--- config.mk ---
export PLATFORM = sky130hd
export DESIGN_NAME = mbox_irq_hub
export DESIGN_NICKNAME = d
export VERILOG_FILES = /design/src/rtl/mbox_pkg.sv /design/src/rtl/mbox_wr_decode.sv /design/src/rtl/mbox_slot.sv /design/src/rtl/mbox_irq_map.sv /design/src/rtl/mbox_rd_mux.sv /design/src/rtl/mbox_irq_hub.sv
export SDC_FILE = /design/constraint.sdc
export NUM_CORES = 1
export LEC_CHECK = 0
export ABC_AREA = 1
export BUFFER_PORTS_ARGS = -buffer_cell sky130_fd_sc_hd__buf_2
export CAP_MARGIN = 10
export CORE_MARGIN = 4
export CORE_UTILIZATION = 52
export CTS_BUF_LIST = sky130_fd_sc_hd__clkbuf_8
export DETAILED_ROUTE_END_ITERATION = 10
export PLACE_DENSITY = 0.81
export SETUP_SLACK_MARGIN = 0.4
export SLEW_MARGIN = 20
export SYNTH_ARGS = -nofsm -noshare
export SYNTH_HDL_FRONTEND = slang
export SYNTH_HIERARCHICAL = 1
export SYNTH_SLANG_ARGS = --single-unit
--- constraint.sdc ---
create_clock -name clk_i -period 2.02 [get_ports clk_i]
set_clock_uncertainty 0.1 [all_clocks]
set_input_delay 0.505 -clock clk_i [delete_from_list [all_inputs] [get_ports clk_i]]
set_output_delay 0.505 -clock clk_i [all_outputs]
set_load 0.05 [all_outputs]
--- src/rtl/mbox_pkg.sv ---
package mbox_pkg;

  typedef enum logic [1:0] {
    OFF_CMD  = 2'd0,
    OFF_DATA = 2'd1,
    OFF_RSVD = 2'd2,
    OFF_FLAG = 2'd3
  } mbox_off_e;

  function automatic int unsigned idx_w(input int unsigned n);
    return (n > 1) ? $clog2(n) : 1;
  endfunction

endpackage

--- src/rtl/mbox_wr_decode.sv ---
module mbox_wr_decode
  import mbox_pkg::*;
#(
  parameter int unsigned N_MBOX = 6,
  parameter int unsigned IDX_W  = 3,
  localparam int unsigned ADDR_W = IDX_W + 2
) (
  input  logic              en_i,
  input  logic [ADDR_W-1:0] addr_i,
  output logic [N_MBOX-1:0] cmd_sel_o,
  output logic [N_MBOX-1:0] data_sel_o,
  output logic [N_MBOX-1:0] clr_sel_o
);

  logic [IDX_W-1:0] idx;
  mbox_off_e        off;
  logic             hit;

  assign idx = addr_i[ADDR_W-1:2];
  assign off = mbox_off_e'(addr_i[1:0]);
  assign hit = en_i && ({1'b0, idx} < (IDX_W+1)'(N_MBOX));

  for (genvar i = 0; i < N_MBOX; i++) begin : g_sel
    logic me;
    assign me            = hit && (idx == IDX_W'(i));
    assign cmd_sel_o[i]  = me && (off == OFF_CMD);
    assign data_sel_o[i] = me && (off == OFF_DATA);
    assign clr_sel_o[i]  = me && (off == OFF_FLAG);
  end

endmodule

--- src/rtl/mbox_slot.sv ---
module mbox_slot #(
  parameter int unsigned N_WP   = 2,
  parameter int unsigned WORD_W = 16
) (
  input  logic                        clk_i,
  input  logic                        rst_ni,
  input  logic [N_WP-1:0]             cmd_we_i,
  input  logic [N_WP-1:0]             data_we_i,
  input  logic [N_WP-1:0]             clr_we_i,
  input  logic [N_WP-1:0][WORD_W-1:0] wdata_i,
  output logic [WORD_W-1:0]           cmd_o,
  output logic [WORD_W-1:0]           data_o,
  output logic                        pend_o
);

  logic [WORD_W-1:0] cmd_q, cmd_d;
  logic [WORD_W-1:0] data_q, data_d;
  logic              pend_q, pend_d;

  // walk high to low so the lowest channel lands last and wins
  always_comb begin
    cmd_d  = cmd_q;
    data_d = data_q;
    for (int p = N_WP - 1; p >= 0; p--) begin
      if (cmd_we_i[p])  cmd_d  = wdata_i[p];
      if (data_we_i[p]) data_d = wdata_i[p];
    end
  end

  // set dominates clear
  always_comb begin
    pend_d = pend_q;
    if (|clr_we_i) pend_d = 1'b0;
    if (|cmd_we_i) pend_d = 1'b1;
  end

  always_ff @(posedge clk_i or negedge rst_ni) begin
    if (!rst_ni) begin
      cmd_q  <= '0;
      data_q <= '0;
      pend_q <= 1'b0;
    end else begin
      cmd_q  <= cmd_d;
      data_q <= data_d;
      pend_q <= pend_d;
    end
  end

  assign cmd_o  = cmd_q;
  assign data_o = data_q;
  assign pend_o = pend_q;

endmodule

--- src/rtl/mbox_irq_map.sv ---
module mbox_irq_map #(
  parameter int unsigned N_MBOX = 6,
  parameter int unsigned NIRQ   = 4
) (
  input  logic [N_MBOX-1:0] pend_i,
  output logic [NIRQ-1:0]   irq_o
);

  for (genvar l = 0; l < NIRQ; l++) begin : g_line
    logic [N_MBOX-1:0] mask;
    for (genvar i = 0; i < N_MBOX; i++) begin : g_mb
      if ((i % NIRQ) == l) begin : g_on
        assign mask[i] = pend_i[i];
      end else begin : g_off
        assign mask[i] = 1'b0;
      end
    end
    assign irq_o[l] = |mask;
  end

endmodule

--- src/rtl/mbox_rd_mux.sv ---
module mbox_rd_mux
  import mbox_pkg::*;
#(
  parameter int unsigned N_MBOX = 6,
  parameter int unsigned IDX_W  = 3,
  parameter int unsigned WORD_W = 16,
  parameter int unsigned BUS_W  = 32,
  localparam int unsigned ADDR_W = IDX_W + 2
) (
  input  logic                          clk_i,
  input  logic                          rst_ni,
  input  logic                          rd_en_i,
  input  logic [ADDR_W-1:0]             rd_addr_i,
  input  logic [N_MBOX-1:0][WORD_W-1:0] cmd_i,
  input  logic [N_MBOX-1:0][WORD_W-1:0] data_i,
  input  logic [N_MBOX-1:0]             pend_i,
  output logic [BUS_W-1:0]              rd_data_o
);

  logic [IDX_W-1:0] idx;
  logic             in_range;
  logic [BUS_W-1:0] word_d, word_q;

  assign idx      = rd_addr_i[ADDR_W-1:2];
  assign in_range = ({1'b0, idx} < (IDX_W+1)'(N_MBOX));

  always_comb begin
    word_d = '0;
    if (in_range) begin
      unique case (mbox_off_e'(rd_addr_i[1:0]))
        OFF_CMD:  word_d = BUS_W'(cmd_i[idx]);
        OFF_DATA: word_d = BUS_W'(data_i[idx]);
        OFF_FLAG: word_d = BUS_W'(pend_i[idx]);
        default:  word_d = '0;
      endcase
    end
  end

  always_ff @(posedge clk_i or negedge rst_ni) begin
    if (!rst_ni)      word_q <= '0;
    else if (rd_en_i) word_q <= word_d;
  end

  assign rd_data_o = word_q;

endmodule

--- src/rtl/mbox_irq_hub.sv ---
module mbox_irq_hub #(
  parameter int unsigned N_MBOX = 6,
  parameter int unsigned NIRQ   = 4,
  parameter int unsigned N_WP   = 2,
  parameter int unsigned WORD_W = 16,
  parameter int unsigned BUS_W  = 32,
  localparam int unsigned IDX_W  = mbox_pkg::idx_w(N_MBOX),
  localparam int unsigned ADDR_W = IDX_W + 2
) (
  input  logic                        clk_i,
  input  logic                        rst_ni,
  input  logic [N_WP-1:0]             wr_en_i,
  input  logic [N_WP-1:0][ADDR_W-1:0] wr_addr_i,
  input  logic [N_WP-1:0][WORD_W-1:0] wr_data_i,
  input  logic                        rd_en_i,
  input  logic [ADDR_W-1:0]           rd_addr_i,
  output logic [BUS_W-1:0]            rd_data_o,
  output logic [NIRQ-1:0]             irq_o
);

  logic [N_WP-1:0][N_MBOX-1:0]   cmd_sel, data_sel, clr_sel;
  logic [N_MBOX-1:0][N_WP-1:0]   cmd_we, data_we, clr_we;
  logic [N_MBOX-1:0][WORD_W-1:0] cmd_q, data_q;
  logic [N_MBOX-1:0]             pend_q;

  for (genvar p = 0; p < N_WP; p++) begin : g_port
    mbox_wr_decode #(
      .N_MBOX (N_MBOX),
      .IDX_W  (IDX_W)
    ) u_dec (
      .en_i       (wr_en_i[p]),
      .addr_i     (wr_addr_i[p]),
      .cmd_sel_o  (cmd_sel[p]),
      .data_sel_o (data_sel[p]),
      .clr_sel_o  (clr_sel[p])
    );
  end

  for (genvar i = 0; i < N_MBOX; i++) begin : g_mb
    for (genvar p = 0; p < N_WP; p++) begin : g_xp
      assign cmd_we[i][p]  = cmd_sel[p][i];
      assign data_we[i][p] = data_sel[p][i];
      assign clr_we[i][p]  = clr_sel[p][i];
    end

    mbox_slot #(
      .N_WP   (N_WP),
      .WORD_W (WORD_W)
    ) u_slot (
      .clk_i     (clk_i),
      .rst_ni    (rst_ni),
      .cmd_we_i  (cmd_we[i]),
      .data_we_i (data_we[i]),
      .clr_we_i  (clr_we[i]),
      .wdata_i   (wr_data_i),
      .cmd_o     (cmd_q[i]),
      .data_o    (data_q[i]),
      .pend_o    (pend_q[i])
    );
  end

  mbox_irq_map #(
    .N_MBOX (N_MBOX),
    .NIRQ   (NIRQ)
  ) u_irq (
    .pend_i (pend_q),
    .irq_o  (irq_o)
  );

  mbox_rd_mux #(
    .N_MBOX (N_MBOX),
    .IDX_W  (IDX_W),
    .WORD_W (WORD_W),
    .BUS_W  (BUS_W)
  ) u_rd (
    .clk_i     (clk_i),
    .rst_ni    (rst_ni),
    .rd_en_i   (rd_en_i),
    .rd_addr_i (rd_addr_i),
    .cmd_i     (cmd_q),
    .data_i    (data_q),
    .pend_i    (pend_q),
    .rd_data_o (rd_data_o)
  );

endmodule

==> flow_metrics.env, run 1 <==
export IMPL_outcome="finished clean"
export IMPL_place_hpwl_mm=27.8
export IMPL_buffer_ports_inserted=71
export IMPL_worst_ep_arrival_time_ns=1.19
export IMPL_cts_root_to_sink_buffers=3
export IMPL_worst_skew_pair_late_latency_ns=0.55
export IMPL_netlist_instances=2094
export IMPL_detail_route_drc_violations=0
export IMPL_synth_area_sq_um=13700
export IMPL_first_global_vias=13200
export IMPL_synth_top_cells_by_area="sky130_fd_sc_hd__dfrtp_1 39%, sky130_fd_sc_hd__nand2_1 36%, sky130_fd_sc_hd__nand3_1 3.4%, sky130_fd_sc_hd__buf_6 3.3%, sky130_fd_sc_hd__inv_1 3.1%"
export IMPL_critical_path_peak_fanout=3
export IMPL_post_route_cells_drive_above_1_share_pct=12.5
export IMPL_timing_final_max_slew_violations=0
export IMPL_path_cells="inv_1 -> nand2_1 -> buf_6"
export IMPL_nets=2224
export IMPL_cts_sink_count=214
export IMPL_synth_seq_area_share_pct=39.1
export IMPL_worst_setup_path_type="reg2out"
export IMPL_wl_per_cell_um=16.4
export IMPL_residual_overflow_from_global_routing=0
export IMPL_tritoncts="built"
export IMPL_timing_slew_headroom_pct=64.1
export IMPL_ioPinCount=88
export IMPL_effective_utilization_at_floorplan_pct=52.6
export IMPL_wire_length_of_the_first_global_routing_pass_mm=67.6
export IMPL_hold_viol=0
export IMPL_postSynthAreaPerCell_sq_um=6.53
export IMPL_cts_root_buffer_cell="sky130_fd_sc_hd__clkbuf_8"
export IMPL_seq_cells_post_synth=214
export IMPL_die_w_um=170
export IMPL_layout_cell_area_non_filler_sq_um=15400
export IMPL_final_min_clock_period_ns=1.80
export IMPL_worst_setup_path_start_kind="register"
export IMPL_peakVddDrop_v=0.000418
export IMPL_final_fill_count=2358
export IMPL_critical_path_top_delay_family="flip-flops"
export IMPL_setup_viol=0
export IMPL_cp_slowest_stage_delay_ns=0.39
export IMPL_yosys_cell_types_count=24
export IMPL_synthTopCellsByCount="1317 x sky130_fd_sc_hd__nand2_1, 214 x sky130_fd_sc_hd__dfrtp_1, 114 x sky130_fd_sc_hd__inv_1, 92 x sky130_fd_sc_hd__nand3_1, 56 x sky130_fd_sc_hd__buf_4"
export IMPL_setup_worst_path_end_class="primary output"
export IMPL_seq_area_sq_um=5360
export IMPL_track_usage_pct=28.8
export IMPL_fp_dieArea_sq_um=29000
export IMPL_library_cell_with_the_highest_instance_count_after_synthesis="sky130_fd_sc_hd__nand2_1"
export IMPL_period_share_pct=89.1
export IMPL_timing_critical_path_required_ns=1.41
export IMPL_post_place_cells=2448
export IMPL_placement_cell_area_sq_um=14300
export IMPL_postRouteAntennaNets=0
export IMPL_antenna_found_initial=0
export IMPL_via_cell_ratio=5.39
export IMPL_max_freq_mhz=556
export IMPL_path_clk_slew_ns=0.06
export IMPL_routed_wirelength_mm=41.6
export IMPL_synth_async_reset_ratio_pct=100
export IMPL_initialDrtViolationCount=1738
export IMPL_yosysTopAreaCell="sky130_fd_sc_hd__dfrtp_1"
export IMPL_area_fraction_of_the_dominant_cell_type_after_synthesis_pct=39.1
export IMPL_drt_first_pass_iters=6
export IMPL_power_static_leakage_nw=8.79
export IMPL_power_per_cell_area_nw_per_um2=855
export IMPL_post_layout_nonfiller_instances=2535
export IMPL_multiInputGateArea_sq_um=6880
export IMPL_worst_pin_slew_ns=0.535
export IMPL_yosys_warnings=6
export IMPL_chipHeight_um=170
export IMPL_synth_edf_count=0
export IMPL_cp_num_buf_inv=2
export IMPL_grt_max_degree=57
export IMPL_ctsHtreeMaxLevel=2
export IMPL_num_antenna_cells=0
export IMPL_crit_slowest_cell="sky130_fd_sc_hd__dfrtp_1"
export IMPL_vias=13700
export IMPL_cts_buffers_inserted=39
export IMPL_drv_cap=0
export IMPL_fp_coreArea_sq_um=26000
export IMPL_flow_area_growth_from_synthesis_pct=12.8
export IMPL_synthFlopType="sky130_fd_sc_hd__dfrtp_1"
export IMPL_worstHoldPathType="in2reg"
export IMPL_final_estimated_routing_congestion_in_global_placement=0.925
export IMPL_fp_row_count=59
export IMPL_rsz0062_at_grt="yes"
-- power by group --
part | leakage, nW | total, mW | internal [mW] | switching (mW)
clock network | 0.465 | 4.36 | 2.46 | 1.90
registers | 2.71 | 5.83 | 5.28 | 0.553
logic | 5.61 | 3.01 | 1.14 | 1.87
total | 8.79 | 13.2 | 8.88 | 4.32
-- layer usage --
layer / track usage (%) / part of all wire, %
met5: 0 / 0
met4: 10.1 / 3.3
met3: 5.30 / 11
met2: 47.2 / 47
met1: 38.5 / 39
-- flip-flops by register name, indices dropped and copies added (netlist names) --
| name | cells |
|---|---|
| g_mb.u_slot/pend_o | 6 |
| g_mb.u_slot/cmd_o | 96 |
| g_mb.u_slot/data_o | 96 |
| u_rd/rd_data_o | 16 |
-- cells in the final DEF, fill, tap and decap left out, drive strengths merged, types with 12 or more instances in the layout --
cell type	Yosys	final
inv	139	150
dfrtp	214	214
buf	111	139
nand2	1317	1317
nand3	92	92
o21ai	12	12
clkbuf	8	54
a21oi	25	25
conb	1	16
or2	47	47
nor2	74	74
o211ai	51	51
-- kinds of logic (layout without fill, tap and decap cells) --
kind of cell	Yosys count	after routing	synth area share, %
other cells	1	16	0.0274
compound gates	88	88	4.15
simple gates	1530	1530	45.4
flops	214	214	39.1
buf+inv	261	352	11.3
-- tightest hold or removal path, delay by kind of cell --
kind          cells  cell delay [ns]
simple gates      3             0.20
buf+inv           1             0.11
-- path summary, 6_finish.rpt --
kind	from	to	slack, ns	cells after the start
worst max-delay path	g_mb[1].u_slot/pend_o	irq_o[1]	0.22	3
worst min-delay path	rd_addr_i[4]	u_rd/rd_data_o[0]	0.21	4
worst max register to register	g_mb[2].u_slot/cmd_o[6]	u_rd/rd_data_o[6]	0.65	5
worst min register to register	g_mb[4].u_slot/cmd_o[12]	g_mb[4].u_slot/cmd_o[12]	0.37	2
max in group asynchronous	rst_ni	g_mb[2].u_slot/data_o[1]	0.82	3
min in group asynchronous	rst_ni	g_mb[5].u_slot/cmd_o[5]	0.35	2
-- layout make-up --
| type | instances | share of cell area (%) |
|---|---|---|
| Tap cell | 335 | 2.72 |
| Inverter | 142 | 3.75 |
| Timing Repair Buffer | 141 | 8.88 |
| Clock inverter | 16 | 0.640 |
| Clock buffer | 53 | 4.73 |
| Sequential cell | 214 | 34.7 |
| Multi-Input combinational cell | 1634 | 44.6 |
-- repair_timing --
action,CTS,global route
hold endpoints to repair,26,0
hold buffers,1,0
endpoints found under the setup margin,20,20
resized for setup,40,2
pin swaps,0,1
buffers inserted,11,6
-- metrics by stage --
stage               hold slack [ns]  power, mW  worst slack, ns  util, %  setup TNS (ns)
CTS                           0.175       13.2            0.204     59.2               0
finish                        0.213       13.2            0.220     59.4               0
global route                  0.204       13.9            0.181     59.4               0
detailed placement            0.339       8.66          -0.0319     55.2          -0.209
floorplan                     0.109       7.77            0.359        -               0
global placement              0.335       8.53           0.0228     55.2               0
Note: power is estimated with default switching activity, not from simulation.
==> run 2, diff against run 1 <==
Settings changed: CORE_ASPECT_RATIO set to 2.
==> run 2 against run 1 <==
  * Sequential share of layout area is 0.72 points higher
  * Clock power down 14%
  * First-iteration DRC count down 31%
  * Utilization decreased by 0.93 points
  * Routed wire length fell by 0.94%
  * Design area shrank 2.0%
  * Worst setup slack got worse by 0.017 ns
  * Sequential power is essentially flat
  * Fmax shrank 0.92%
  * Die area is 0.54% higher
  * Cell count is 0.32% lower
  * Critical endpoint is now irq_o[0]
  * Largest cell class unchanged
  * Largest power group unchanged
==> flow_metrics.env, run 2 (synthesized netlist as in run 1, its figures left out) <==
export IMPL_power_per_cell_area_nw_per_um2=829
export IMPL_wire_length_of_the_first_global_routing_pass_mm=65.8
export IMPL_power_total_mw=12.5
export IMPL_cts_buffers_inserted=34
export IMPL_ctsHtreeMaxLevel=2
export IMPL_worst_setup_path_start_kind="register"
export IMPL_timing_critical_path_required_ns=1.41
export IMPL_via_cell_ratio=5.29
export IMPL_drv_cap=0
export IMPL_worstHoldPathType="in2reg"
export IMPL_dp_worst_setup_slack_ns=0.0577
export IMPL_cts_root_to_sink_buffers=3
export IMPL_fp_dieArea_sq_um=29100
export IMPL_worst_skew_pair_late_latency_ns=0.55
export IMPL_place_hpwl_mm=29.0
export IMPL_setup_viol=0
export IMPL_vias=13400
export IMPL_initialDrtViolationCount=1203
export IMPL_max_freq_mhz=550
export IMPL_drt_first_pass_iters=6
export IMPL_grt_max_degree=81
export IMPL_final_min_clock_period_ns=1.82
export IMPL_post_layout_nonfiller_instances=2527
export IMPL_hold_viol=0
export IMPL_period_share_pct=89.9
export IMPL_cts_root_buffer_cell="sky130_fd_sc_hd__clkbuf_8"
export IMPL_most_frequent_standard_cell_in_the_layout_excluding_fill_and_tap_cells="sky130_fd_sc_hd__nand2_1"
export IMPL_ioPinCount=88
export IMPL_routed_wirelength_mm=41.2
export IMPL_fp_coreArea_sq_um=25900
export IMPL_power_static_leakage_nw=8.63
export IMPL_chipHeight_um=237
export IMPL_rsz0062_at_grt="yes"
export IMPL_flow_area_growth_from_synthesis_pct=10.5
export IMPL_detail_route_drc_violations=0
export IMPL_fp_row_count=83
export IMPL_outcome="finished clean"
export IMPL_first_global_vias=13200
export IMPL_num_antenna_cells=0
export IMPL_die_w_um=123
export IMPL_track_usage_pct=28.3
export IMPL_nets=2215
export IMPL_timing_final_max_slew_violations=0
export IMPL_postRouteAntennaNets=0
export IMPL_tns_ns=0
export IMPL_antenna_found_initial=0
export IMPL_path_clk_slew_ns=0.07
export IMPL_worst_hold_slack_ns=0.233
export IMPL_residual_overflow_from_global_routing=0
export IMPL_layout_cells_most_common_list="1316 x sky130_fd_sc_hd__nand2_1, 214 x sky130_fd_sc_hd__dfrtp_1, 124 x sky130_fd_sc_hd__inv_1, 92 x sky130_fd_sc_hd__nand3_1, 51 x sky130_fd_sc_hd__o211ai_1"
export IMPL_effective_utilization_at_floorplan_pct=52.9
export IMPL_final_estimated_routing_congestion_in_global_placement=0.908
export IMPL_tritoncts="built"
export IMPL_layout_setup_ws_ns=0.203
export IMPL_worst_setup_path_type="reg2out"
export IMPL_buffer_ports_inserted=71
export IMPL_cts_sink_count=214
export IMPL_post_route_cells_drive_above_1_share_pct=11.9
export IMPL_post_place_cells=2450
export IMPL_worst_ep_arrival_time_ns=1.21
export IMPL_setup_worst_path_end_class="primary output"
export IMPL_peakVddDrop_v=0.000320
export IMPL_wl_per_cell_um=16.3
export IMPL_critical_path_peak_fanout=2
==> run 2: repair_timing <==
item / CTS / global route
gates resized for setup: 40 / 1
setup buffers: 8 / 8
hold buffers: 1 / 0
hold endpoints to repair: 41 / 0
setup endpoints to repair: 20 / 20
==> run 2: critical path, cell delays in order, from the launching register on <==
cell                      delay (ns)
sky130_fd_sc_hd__dfrtp_1        0.39
sky130_fd_sc_hd__inv_1          0.08
sky130_fd_sc_hd__nand2_2        0.06
sky130_fd_sc_hd__buf_6          0.15
==> run 2: area by class of cell <==
type | instances | area, sq um
Fill cell | 2389 | 10700
Tap cell | 340 | 425
Multi-Input combinational cell | 1634 | 6880
Inverter | 142 | 578
Clock buffer | 43 | 592
Sequential cell | 214 | 5360
Timing Repair Buffer | 137 | 1200
Clock inverter | 17 | 81.3
==> run 2: stage by stage <==
stage          instance area [sq um]  util, %
6_report                       15100     58.5
3_5_place_dp                   14200     54.9
4_1_cts                        15100     58.2
2_1_floorplan                  13800        -
3_3_place_gp                   14200     54.9
5_1_grt                        15100     58.5
==> run 2: layer usage <==
metal | wire length, um | global-route usage, % | up-vias | part of all wire (%)
li1 | - | - | 6429 | -
met1 | 14400 | 31.0 | 6141 | 35
met2 | 21700 | 51.5 | 620 | 53
met3 | 2770 | 3.24 | 188 | 6.7
met4 | 2240 | 16.0 | 0 | 5.4
met5 | 0 | 0 | - | 0
==> run 2: worst paths after layout <==
check                                   startpoint                 endpoint  slack, ns  cells past startpoint
setup reg to reg             g_mb[0].u_slot/pend_o        u_rd/rd_data_o[0]       0.66                     10
hold reg to reg            g_mb[0].u_slot/cmd_o[5]  g_mb[0].u_slot/cmd_o[5]       0.37                      2
setup / recovery             g_mb[0].u_slot/pend_o                 irq_o[0]       0.20                      3
min in group asynchronous                   rst_ni  g_mb[4].u_slot/cmd_o[9]       0.36                      2
hold / removal                        rd_addr_i[4]        u_rd/rd_data_o[0]       0.23                      4
max in group asynchronous                   rst_ni  g_mb[3].u_slot/cmd_o[2]       0.78                      3
==> run 2: power breakdown <==
part | switching (mW) | total (mW) | internal [mW]
sequential | 0.549 | 5.82 | 5.27
clock | 1.84 | 3.76 | 1.93
combinational | 1.83 | 2.95 | 1.12
total | 4.22 | 12.5 | 8.32
